==> config.mk <==
export PLATFORM = sky130hd
export DESIGN_NAME = privCheckUnit
export DESIGN_NICKNAME = d
export VERILOG_FILES = /design/src/rtl/privChkPkg.sv /design/src/rtl/privChkCtrl.sv /design/src/rtl/privChkDatapath.sv /design/src/rtl/privCheckUnit.sv
export SDC_FILE = /design/constraint.sdc
export NUM_CORES = 1
export LEC_CHECK = 0
export BUFFER_PORTS_ARGS = -buffer_cell sky130_fd_sc_hd__clkbuf_2
export CAP_MARGIN = 25
export CORE_MARGIN = 4
export CORE_UTILIZATION = 45
export CTS_BUF_LIST = sky130_fd_sc_hd__clkbuf_4 sky130_fd_sc_hd__clkbuf_8
export DETAILED_ROUTE_END_ITERATION = 12
export GPL_TIMING_DRIVEN = 0
export PLACE_DENSITY = 0.9
export SYNTH_ARGS = -nofsm -noshare
export SYNTH_HDL_FRONTEND = slang
export SYNTH_HIERARCHICAL = 1
export SYNTH_SLANG_ARGS = --single-unit
==> constraint.sdc <==
create_clock -name clk -period 3.3 [get_ports clk]
set_input_delay 0.165 -clock clk [delete_from_list [all_inputs] [get_ports clk]]
set_output_delay 0.165 -clock clk [all_outputs]
set_load 0.05 [all_outputs]
==> src/rtl/privChkPkg.sv <==
package privChkPkg;
  typedef enum logic [1:0] {
    REQ_DATA   = 2'd0,
    REQ_DIRECT = 2'd1,
    REQ_GATE   = 2'd2,
    REQ_IO     = 2'd3
  } reqKind_e;

  typedef struct packed {
    logic doData;
    logic doDirect;
    logic doGate;
    logic doIo;
    logic selNull;
  } ctrlStrb_t;
endpackage

==> src/rtl/privChkCtrl.sv <==
module privChkCtrl
  import privChkPkg::*;
#(
  parameter int SEL_W = 16,
  parameter int PL_W  = 2
) (
  input  logic             clk,
  input  logic             rstN,
  input  logic             reqValid,
  input  logic [1:0]       reqKind,
  input  logic [SEL_W-1:0] selector,
  output ctrlStrb_t        strb,
  output logic [PL_W-1:0]  rpl
);
  localparam int TI_BIT = PL_W;
  localparam int IDX_LO = PL_W + 1;

  logic idxZero;
  reqKind_e kind;

  assign kind    = reqKind_e'(reqKind);
  assign rpl     = selector[PL_W-1:0];
  assign idxZero = (selector[SEL_W-1:IDX_LO] == '0);

  always_comb begin
    strb          = '0;
    strb.selNull  = idxZero && !selector[TI_BIT];
    if (reqValid) begin
      unique case (kind)
        REQ_DATA:   strb.doData   = 1'b1;
        REQ_DIRECT: strb.doDirect = 1'b1;
        REQ_GATE:   strb.doGate   = 1'b1;
        REQ_IO:     strb.doIo     = 1'b1;
        default:    strb          = strb;
      endcase
    end
  end

  // Exactly one operation strobe per valid request, none otherwise
  assert_one_strobe_R11: assert property (@(posedge clk) disable iff (!rstN)
    $countones({strb.doData, strb.doDirect, strb.doGate, strb.doIo}) == (reqValid ? 1 : 0));

  // A local-table selector is never flagged null
  assert_local_not_null_R1: assert property (@(posedge clk) disable iff (!rstN)
    selector[TI_BIT] |-> !strb.selNull);
endmodule

==> src/rtl/privChkDatapath.sv <==
module privChkDatapath
  import privChkPkg::*;
#(
  parameter int SEL_W   = 16,
  parameter int PL_W    = 2,
  parameter int VEC_W   = 8,
  parameter int GP_VEC  = 13,
  parameter bit REG_OUT = 1'b1
) (
  input  logic             clk,
  input  logic             rstN,
  input  logic             reqValid,
  input  ctrlStrb_t        strb,
  input  logic [PL_W-1:0]  rpl,
  input  logic [PL_W-1:0]  curPl,
  input  logic [SEL_W-1:0] selector,
  input  logic [PL_W-1:0]  tgtDpl,
  input  logic             tgtIsCode,
  input  logic             tgtConforming,
  input  logic [PL_W-1:0]  gateDpl,
  input  logic             gateIsCall,
  input  logic [PL_W-1:0]  ioPl,
  output logic             rspValid,
  output logic             allow,
  output logic             fault,
  output logic [VEC_W-1:0] faultCode,
  output logic [SEL_W-1:0] faultSel,
  output logic [PL_W-1:0]  newPl,
  output logic [PL_W-1:0]  effPl
);
  localparam logic [VEC_W-1:0] GP_CODE = VEC_W'(GP_VEC);

  logic [PL_W-1:0]  effC, newPlC;
  logic             dataOk, directOk, gateOk, ioOk, okC, anyReq, allowC, faultC;
  logic             directPrivOk, gatePrivOk;
  logic [VEC_W-1:0] codeC;
  logic [SEL_W-1:0] selC;

  assign effC = (rpl > curPl) ? rpl : curPl;

  always_comb begin
    dataOk       = strb.selNull || (tgtDpl >= effC);
    directPrivOk = tgtConforming ? (tgtDpl <= curPl) : (tgtDpl == curPl);
    directOk     = !strb.selNull && tgtIsCode && directPrivOk;
    gatePrivOk   = (gateDpl >= curPl) && (gateDpl >= rpl) &&
                   (gateDpl >= tgtDpl) && (tgtDpl <= curPl);
    gateOk       = !strb.selNull && gateIsCall && tgtIsCode && gatePrivOk;
    ioOk         = (curPl <= ioPl);
    okC          = (strb.doData && dataOk) || (strb.doDirect && directOk) ||
                   (strb.doGate && gateOk) || (strb.doIo && ioOk);
    anyReq       = strb.doData || strb.doDirect || strb.doGate || strb.doIo;
    allowC       = anyReq && okC;
    faultC       = anyReq && !okC;
    newPlC       = (allowC && strb.doGate && !tgtConforming) ? tgtDpl : curPl;
    codeC        = faultC ? GP_CODE : '0;
    selC         = (faultC && !strb.doIo) ? selector : '0;
  end

  generate
    if (REG_OUT) begin : gRegOut
      always_ff @(posedge clk) begin
        if (!rstN) begin
          rspValid  <= 1'b0;
          allow     <= 1'b0;
          fault     <= 1'b0;
          faultCode <= '0;
          faultSel  <= '0;
          newPl     <= '0;
          effPl     <= '0;
        end else begin
          rspValid  <= reqValid;
          allow     <= allowC;
          fault     <= faultC;
          faultCode <= codeC;
          faultSel  <= selC;
          newPl     <= newPlC;
          effPl     <= effC;
        end
      end

      // One-cycle response timing
      assert_valid_delay_R11: assert property (@(posedge clk) disable iff (!rstN)
        reqValid |=> rspValid);
      assert_idle_delay_R11: assert property (@(posedge clk) disable iff (!rstN)
        !reqValid |=> (!rspValid && !allow && !fault));
    end else begin : gCombOut
      always_comb begin
        rspValid  = reqValid;
        allow     = allowC;
        fault     = faultC;
        faultCode = codeC;
        faultSel  = selC;
        newPl     = newPlC;
        effPl     = effC;
      end
    end
  endgenerate

  // Effective level is one of the two inputs and no more trusted than either
  assert_eff_max_R2: assert property (@(posedge clk) disable iff (!rstN)
    reqValid |-> (effC >= curPl && effC >= rpl && (effC == curPl || effC == rpl)));

  // A non-null data load that passes respects both ring and requestor
  assert_data_rule_R3: assert property (@(posedge clk) disable iff (!rstN)
    (strb.doData && !strb.selNull && allowC) |-> (tgtDpl >= curPl && tgtDpl >= rpl));

  // A gated call never drops to a less trusted ring
  assert_gate_ring_R6: assert property (@(posedge clk) disable iff (!rstN)
    (strb.doGate && allowC) |-> (newPlC <= curPl));

  // Code transfers through a null selector fault
  assert_null_xfer_R8: assert property (@(posedge clk) disable iff (!rstN)
    ((strb.doDirect || strb.doGate) && strb.selNull) |-> faultC);

  // Allow and fault exclusive; fault always carries the vector
  assert_excl_R9: assert property (@(posedge clk) disable iff (!rstN)
    !(allow && fault));
  assert_fault_code_R9: assert property (@(posedge clk) disable iff (!rstN)
    fault |-> (faultCode == GP_CODE));

  // Non-code targets never pass a code transfer
  assert_type_R10: assert property (@(posedge clk) disable iff (!rstN)
    ((strb.doDirect || strb.doGate) && !tgtIsCode) |-> faultC);
endmodule

==> src/rtl/privCheckUnit.sv <==
module privCheckUnit
  import privChkPkg::*;
#(
  parameter int SEL_W   = 16,
  parameter int PL_W    = 2,
  parameter int VEC_W   = 8,
  parameter int GP_VEC  = 13,
  parameter bit REG_OUT = 1'b1
) (
  input  logic             clk,
  input  logic             rstN,
  input  logic             reqValid,
  input  logic [1:0]       reqKind,
  input  logic [PL_W-1:0]  curPl,
  input  logic [SEL_W-1:0] selector,
  input  logic [PL_W-1:0]  tgtDpl,
  input  logic             tgtIsCode,
  input  logic             tgtConforming,
  input  logic [PL_W-1:0]  gateDpl,
  input  logic             gateIsCall,
  input  logic [PL_W-1:0]  ioPl,
  output logic             rspValid,
  output logic             allow,
  output logic             fault,
  output logic [VEC_W-1:0] faultCode,
  output logic [SEL_W-1:0] faultSel,
  output logic [PL_W-1:0]  newPl,
  output logic [PL_W-1:0]  effPl
);
  ctrlStrb_t       strb;
  logic [PL_W-1:0] rpl;

  privChkCtrl #(.SEL_W(SEL_W), .PL_W(PL_W)) uCtrl (
    .clk(clk), .rstN(rstN), .reqValid(reqValid), .reqKind(reqKind),
    .selector(selector), .strb(strb), .rpl(rpl)
  );

  privChkDatapath #(
    .SEL_W(SEL_W), .PL_W(PL_W), .VEC_W(VEC_W), .GP_VEC(GP_VEC), .REG_OUT(REG_OUT)
  ) uDp (
    .clk(clk), .rstN(rstN), .reqValid(reqValid), .strb(strb), .rpl(rpl),
    .curPl(curPl), .selector(selector), .tgtDpl(tgtDpl), .tgtIsCode(tgtIsCode),
    .tgtConforming(tgtConforming), .gateDpl(gateDpl), .gateIsCall(gateIsCall),
    .ioPl(ioPl), .rspValid(rspValid), .allow(allow), .fault(fault),
    .faultCode(faultCode), .faultSel(faultSel), .newPl(newPl), .effPl(effPl)
  );
endmodule

==> results of run 1 <==
[through the flow]
stage / std cells / power (W) / hold WS [ps] / util, %
finish: 225 / 0.000616 / 87.6 / 62.7
global route: 225 / 0.000654 / 70.3 / 62.7
CTS: 225 / 0.000625 / 76.7 / 62.7
detailed placement: 221 / 0.000506 / 390 / 61.6
global placement: 221 / 0.000502 / 387 / 61.6
floorplan: 134 / 0.000451 / 287 / -
[cells in the final DEF (no fill, tap or decap)]
cell	instances
clkbuf_2	57
dfxtp_1	23
and2_1	20
ha_1	15
buf_4	10
inv_1	9
nand2_1	8
nor2_1	5
a21oi_1	5
nor2b_1	5
nand2b_1	5
conb_1	5
clkbuf_4	3
nor4_1	3
o41ai_1	2
o21ai_0	2
a221oi_1	2
mux2i_1	2
clkinv_2	1
and3_1	1
and4_1	1
nor3b_1	1
and3b_1	1
o22ai_1	1
o21bai_1	1
a211o_1	1
a22o_1	1
a2111oi_4	1
buf_6	1
a22oi_1	1
o21a_1	1
or4_1	1
[path summary, 6_finish.rpt]
kind,start,slack (ps),to
setup / recovery,selector[1],610,uDp/faultSel[6]
hold / removal,selector[7],90,uDp/faultSel[7]
[worst max-delay path, delay by kind of cell]
| kind | cells | cell delay, ps |
|---|---|---|
| compound gates | 5 | 1430 |
| fa+ha+maj | 2 | 550 |
| buf+inv | 4 | 430 |
| simple gates | 4 | 360 |
[cells by family after synthesis]
family | synth area share [%]
AND/OR/NAND/NOR | 23.9
flip-flops | 37.4
buffers and inverters | 9.77
AO/OA/AOI/OAI | 11.7
adder cells (fa/ha/maj) | 15.3
multiplexers | 1.63
other | 0.305
[sequential cells by signal (all words and copies together), names as in the netlist]
name,flops
uDp/allow,1
uDp/effPl,2
uDp/faultCode,1
uDp/faultSel,16
uDp/newPl,2
uDp/rspValid,1
[where the power goes]
group | switching (W) | leakage [nW] | internal [W]
clock | 0.0000729 | 0.0177 | 0.0000449
combinational | 0.000133 | 0.647 | 0.0000688
sequential | 0.00000405 | 0.189 | 0.000292
total | 0.000210 | 0.853 | 0.000406
[routing by layer]
metal / GRT usage (%) / share of wire, % / up-vias
li1: - / - / 556
met1: 16.8 / 40 / 463
met2: 24.8 / 47 / 46
met3: 2.16 / 12 / 2
met4: 3.80 / 0.61 / 0
met5: 0 / 0 / -
[layout make-up]
| type | instances | area share, % |
|---|---|---|
| multi-input cells | 91 | 41.6 |
| flip-flops and latches | 23 | 28.9 |
| repair buffers | 57 | 17.9 |
| plain buffers | 11 | 5.41 |
| well taps | 30 | 2.35 |
| inverters | 9 | 2.12 |
| clock buffers | 3 | 1.41 |
| clock inverters | 1 | 0.314 |
==> results.json, run 1 <==
{
  "path_max_fanout": 10,
  "cp_data_arrival_time_ps": 2930,
  "clockRootBuffer": "clkbuf_4",
  "syn_avg_cell_area_sq_um": 9.46,
  "io_buffers": 57,
  "grtUsageTotal_pct": 13.8,
  "critPathSlowestCell": "a2111oi_4",
  "postCtsSetupBuffers": 0,
  "start_util_pct": 48.3,
  "die_h_um": 60.3,
  "htree_levels": 1,
  "cts_sinks": 23,
  "status": "completed",
  "total_leakage_power_nw": 0.853,
  "die_area_sq_um": 3630,
  "hp-class": "in -> reg",
  "ctsHoldBuffers": 0,
  "vias": 1067,
  "viasPerCell": 4.74,
  "ioPinCount": 63,
  "cts_tree": "built",
  "crit_chain": "clkbuf_2 > buf_4 > inv_1 > ha_1 > nor2_1 > o22ai_1 > nor2_1 > a21oi_1 > ha_1 > nand2b_1 > a211o_1 > a22o_1 > a2111oi_4 > buf_6 > and2_1",
  "worstSetupStartpointType": "primary input",
  "post-place-ws_ps": 326,
  "post-route-period-util_pct": 81.5,
  "cts_resized": 0,
  "multiInputGateArea_sq_um": 664,
  "syn2layout_area_growth_pct": 29.7,
  "synth_top_area_cell": "dfxtp_1",
  "finalSetupViolCount": 0,
  "core_area_sq_um": 2540,
  "power_density_nw_per_um2": 386,
  "hpwl_um": 2220,
  "stdcell_area_sq_um": 1600,
  "grt_pass1_wl_um": 3880,
  "dieWidth_um": 60.3,
  "finalHoldViolations": 0,
  "rows": 18,
  "drv_slew": 0,
  "clk_pin_slew_ps": 120,
  "criticalPathCategory": "in -> reg",
  "fmaxAchievable_mhz": 372,
  "whs_path_depth": 2,
  "slew_headroom_pct": 46.8,
  "antenna_found_initial": 0,
  "clk_path_buf_depth": 2,
  "drtPass1Iterations": 4,
  "yosys-top-cells-count": "23 x dfxtp_1, 20 x and2_1, 15 x ha_1",
  "grt_max_degree": 14,
  "yosysSeqAreaShare_pct": 37.4,
  "layout-drive-gt1-share_pct": 37.4,
  "cp-end-kind": "flip-flop",
  "drt-total-wl_um": 2450,
  "drtIter0Drc": 11,
  "peakVddDrop_mv": 0.289,
  "synthArstFlopShare_pct": 0,
  "cts_buffers": 3,
  "grt_pass1_vias": 949,
  "cpPeakStageDelay_ps": 490,
  "gp_congestion": 0.764,
  "antenna_left": 0,
  "cap_violations": 0,
  "synth_edf_count": 0,
  "tightest_slew_ps": 788,
  "antennaDiodeCount": 0,
  "ys_warn_count": 6,
  "rsz0062_at_grt": "false",
  "drc": 0,
  "ys.flop_type": "dfxtp_1",
  "synth_area_leaders": "dfxtp_1 37%, ha_1 15%, and2_1 10%",
  "wl_per_cell_um": 10.9,
  "synth_top_area_share_pct": 37.4,
  "yosysMostFrequentCell": "dfxtp_1",
  "required_ps": 3540,
  "synth.distinct_cells": 29,
  "finalSetupTns_ps": 0,
  "fill_cells": 240,
  "synth_seq_cells": 23,
  "synth.cell_area_sq_um": 1230,
  "register_area_sq_um": 460,
  "place_area_sq_um": 1570,
  "synthCells": 130,
  "layout.nets": 243,
  "overflow": 0,
  "post-route-min-period_ps": 2690,
  "fin_ws_ps": 611
}
No activity file was read; power rests on OpenSTA's default activity.
==> inputs of run 2 (changes only) <==
--- a/config.mk
+++ b/config.mk
@@ -5,14 +5,15 @@
 export SDC_FILE = /design/constraint.sdc
 export NUM_CORES = 1
 export LEC_CHECK = 0
+export ABC_AREA = 1
 export BUFFER_PORTS_ARGS = -buffer_cell sky130_fd_sc_hd__clkbuf_2
 export CAP_MARGIN = 25
 export CORE_MARGIN = 4
-export CORE_UTILIZATION = 45
+export CORE_UTILIZATION = 44
 export CTS_BUF_LIST = sky130_fd_sc_hd__clkbuf_4 sky130_fd_sc_hd__clkbuf_8
 export DETAILED_ROUTE_END_ITERATION = 12
 export GPL_TIMING_DRIVEN = 0
-export PLACE_DENSITY = 0.9
+export PLACE_DENSITY = 0.89
 export SYNTH_ARGS = -nofsm -noshare
 export SYNTH_HDL_FRONTEND = slang
 export SYNTH_HIERARCHICAL = 1
==> constraint.sdc (replaced) <==
create_clock -name clk -period 2.35 [get_ports clk]
set_input_delay 0.1175 -clock clk [delete_from_list [all_inputs] [get_ports clk]]
set_output_delay 0.1175 -clock clk [all_outputs]
set_load 0.05 [all_outputs]
==> results.json, run 2 <==
{
  "synth_area_leaders": "dfxtp_1 33%, ha_1 13%, inv_1 13%",
  "drc": 0,
  "regMostFlops": "uDp/faultSel",
  "hold_start": "selector[9]",
  "peakVddDrop_mv": 0.197,
  "drv_slew": 0,
  "gp_congestion": 0.771,
  "path_max_fanout": 10,
  "post-route-period-util_pct": 85.5,
  "fill_cells": 289,
  "clkPwrFrac_pct": 19.9,
  "vias": 1256,
  "core_area_sq_um": 3050,
  "synthCells": 185,
  "clk_path_buf_depth": 2,
  "whs_path_depth": 3,
  "grt_pass1_vias": 1079,
  "synth_top_area_cell": "dfxtp_1",
  "clk_pin_slew_ps": 120,
  "cts_tree": "built",
  "cap_violations": 0,
  "viasPerCell": 4.23,
  "worstSetupStartpointType": "primary input",
  "total_leakage_power_nw": 1.10,
  "ys.flop_type": "dfxtp_1",
  "die_h_um": 64.6,
  "grt_pass1_wl_um": 4370,
  "ioPinCount": 63,
  "clockRootBuffer": "clkbuf_4",
  "dieWidth_um": 64.6,
  "tightest_slew_ps": 514,
  "register_area_sq_um": 460,
  "antenna_left": 0,
  "fin_ws_ps": 340,
  "yosysSeqAreaShare_pct": 32.7,
  "cts_buffers": 3,
  "cp_data_arrival_time_ps": 2260,
  "finalHoldViolations": 0,
  "drt-total-wl_um": 2720,
  "switching_share_pct": 35.9,
  "grt_max_degree": 13,
  "drtPass1Iterations": 4,
  "cts_resized": 0,
  "largest_reg_flops": 16,
  "required_ps": 2600,
  "finalSetupViolCount": 0,
  "hp-class": "in -> reg",
  "reg.largest.list": "uDp/faultSel: 16 flops, uDp/effPl: 2 flops, uDp/newPl: 2 flops",
  "criticalPathCategory": "in -> reg",
  "synth_seq_cells": 23,
  "worstHoldEndpoint": "uDp/faultSel[9]",
  "slew_headroom_pct": 65.4,
  "cp-end-kind": "flip-flop",
  "p_sw_w": 0.000332,
  "antennaDiodeCount": 0,
  "cts_sinks": 23,
  "synthArstFlopShare_pct": 0,
  "wl_per_cell_um": 9.16,
  "post-place-ws_ps": 32.5,
  "htree_levels": 1,
  "synth_top_area_share_pct": 32.7,
  "yosys-top-cells-count": "50 x inv_1, 24 x nand2_1, 23 x dfxtp_1",
  "overflow": 0,
  "combPwrFrac_pct": 35.1,
  "status": "completed",
  "power_density_nw_per_um2": 508,
  "syn2layout_area_growth_pct": 29.5,
  "layout_commonest_cell": "clkbuf_2",
  "layout.nets": 301,
  "start_util_pct": 46.1,
  "ys_warn_count": 6,
  "yosysMostFrequentCell": "inv_1",
  "syn_avg_cell_area_sq_um": 7.62,
  "drtIter0Drc": 42,
  "hpwl_um": 2340,
  "io_buffers": 57,
  "multiInputGateArea_sq_um": 666,
  "post-route-min-period_ps": 2010,
  "synth.cell_area_sq_um": 1410,
  "die_area_sq_um": 4170,
  "power.internal_w": 0.000593,
  "synth_edf_count": 0,
  "power_frac_seq_pct": 45.0,
  "fmaxAchievable_mhz": 498,
  "grtUsageTotal_pct": 13.2,
  "rows": 20,
  "finalSetupTns_ps": 0,
  "mostFrequentLayoutCells": "57 x clkbuf_2, 50 x inv_1, 24 x nand2_1",
  "antenna_found_initial": 0,
  "rsz0062_at_grt": "false",
  "layout-drive-gt1-share_pct": 36.0,
  "synth.distinct_cells": 25
}
-- run 2: cell type report --
type                       instances  area share (%)
clock buffer                       4            1.65
tap                               44            3.02
timing repair buffer              60            17.3
sequential                        23            25.2
buffer                            11            5.21
inverter                          53            11.1
multi-input combinational        102            36.5
-- run 2: layer usage --
layer / track usage (%) / part of all wire, %
met1: 15.2 / 41
met2: 23.6 / 50
met3: 2.95 / 7.6
met4: 5.01 / 1.4
met5: 0 / 0
-- run 2: how the worst max path moves through the flow --
stage | start | endpoint | slack, ps
2_1_floorplan | selector[1] | uDp/faultSel[0] | 340
3_3_place_gp | selector[1] | uDp/faultSel[12] | 80
3_5_place_dp | selector[1] | uDp/faultSel[6] | 30
4_1_cts | selector[1] | uDp/faultSel[6] | 360
5_1_grt | selector[1] | uDp/faultSel[2] | 190
6_report | selector[1] | uDp/faultSel[6] | 340
-- run 2: power groups by stage --
stage	clock (W)	sequential, W	combinational, W
finish	0.000184	0.000417	0.000325
global route	0.000218	0.000420	0.000355
CTS	0.000199	0.000417	0.000326
detailed placement	0	0.000426	0.000323
global placement	0	0.000425	0.000314
floorplan	0	0.000501	0.000168
-- run 2: cells by family (layout without fill, tap and decap cells) --
kind of cell / after synthesis / in the layout / synth area share (%)
flops: 23 / 23 / 32.7
compound gates: 9 / 9 / 3.46
buf+inv: 64 / 128 / 21.1
simple gates: 73 / 73 / 29.1
other cells: 1 / 5 / 0.266
fa+ha+maj: 15 / 15 / 13.3
-- run 2: critical path: stages --
cell	delay (ps)
clkbuf_2	90
buf_4	120
inv_1	80
ha_1	240
nor2_1	90
o22ai_1	90
nand2_1	70
o21a_1	130
inv_1	40
ha_1	260
o21ai_1	130
nand2_1	70
nand2_1	60
nand2_1	70
clkinv_2	60
nand2_4	70
inv_4	60
nand3b_4	130
buf_12	200
nor2_4	70
-- run 2: metrics by stage --
step                      power, W  hold slack, ps  instance area [sq um]  util [%]  std cells
final                     0.000926            13.6                   1820      59.8        297
after global routing      0.000993            2.26                   1820      59.8        297
after CTS                 0.000942           0.679                   1810      59.4        296
after detailed placement  0.000749             328                   1760      57.8        290
after global placement    0.000740             324                   1760      57.8        290
after floorplan           0.000669             211                   1420         -        189
-- run 2: repair_timing --
item / in CTS / in global routing
setup buffers: 0 / 0
endpoints found under the hold margin: 2 / 1
hold buffers: 2 / 1
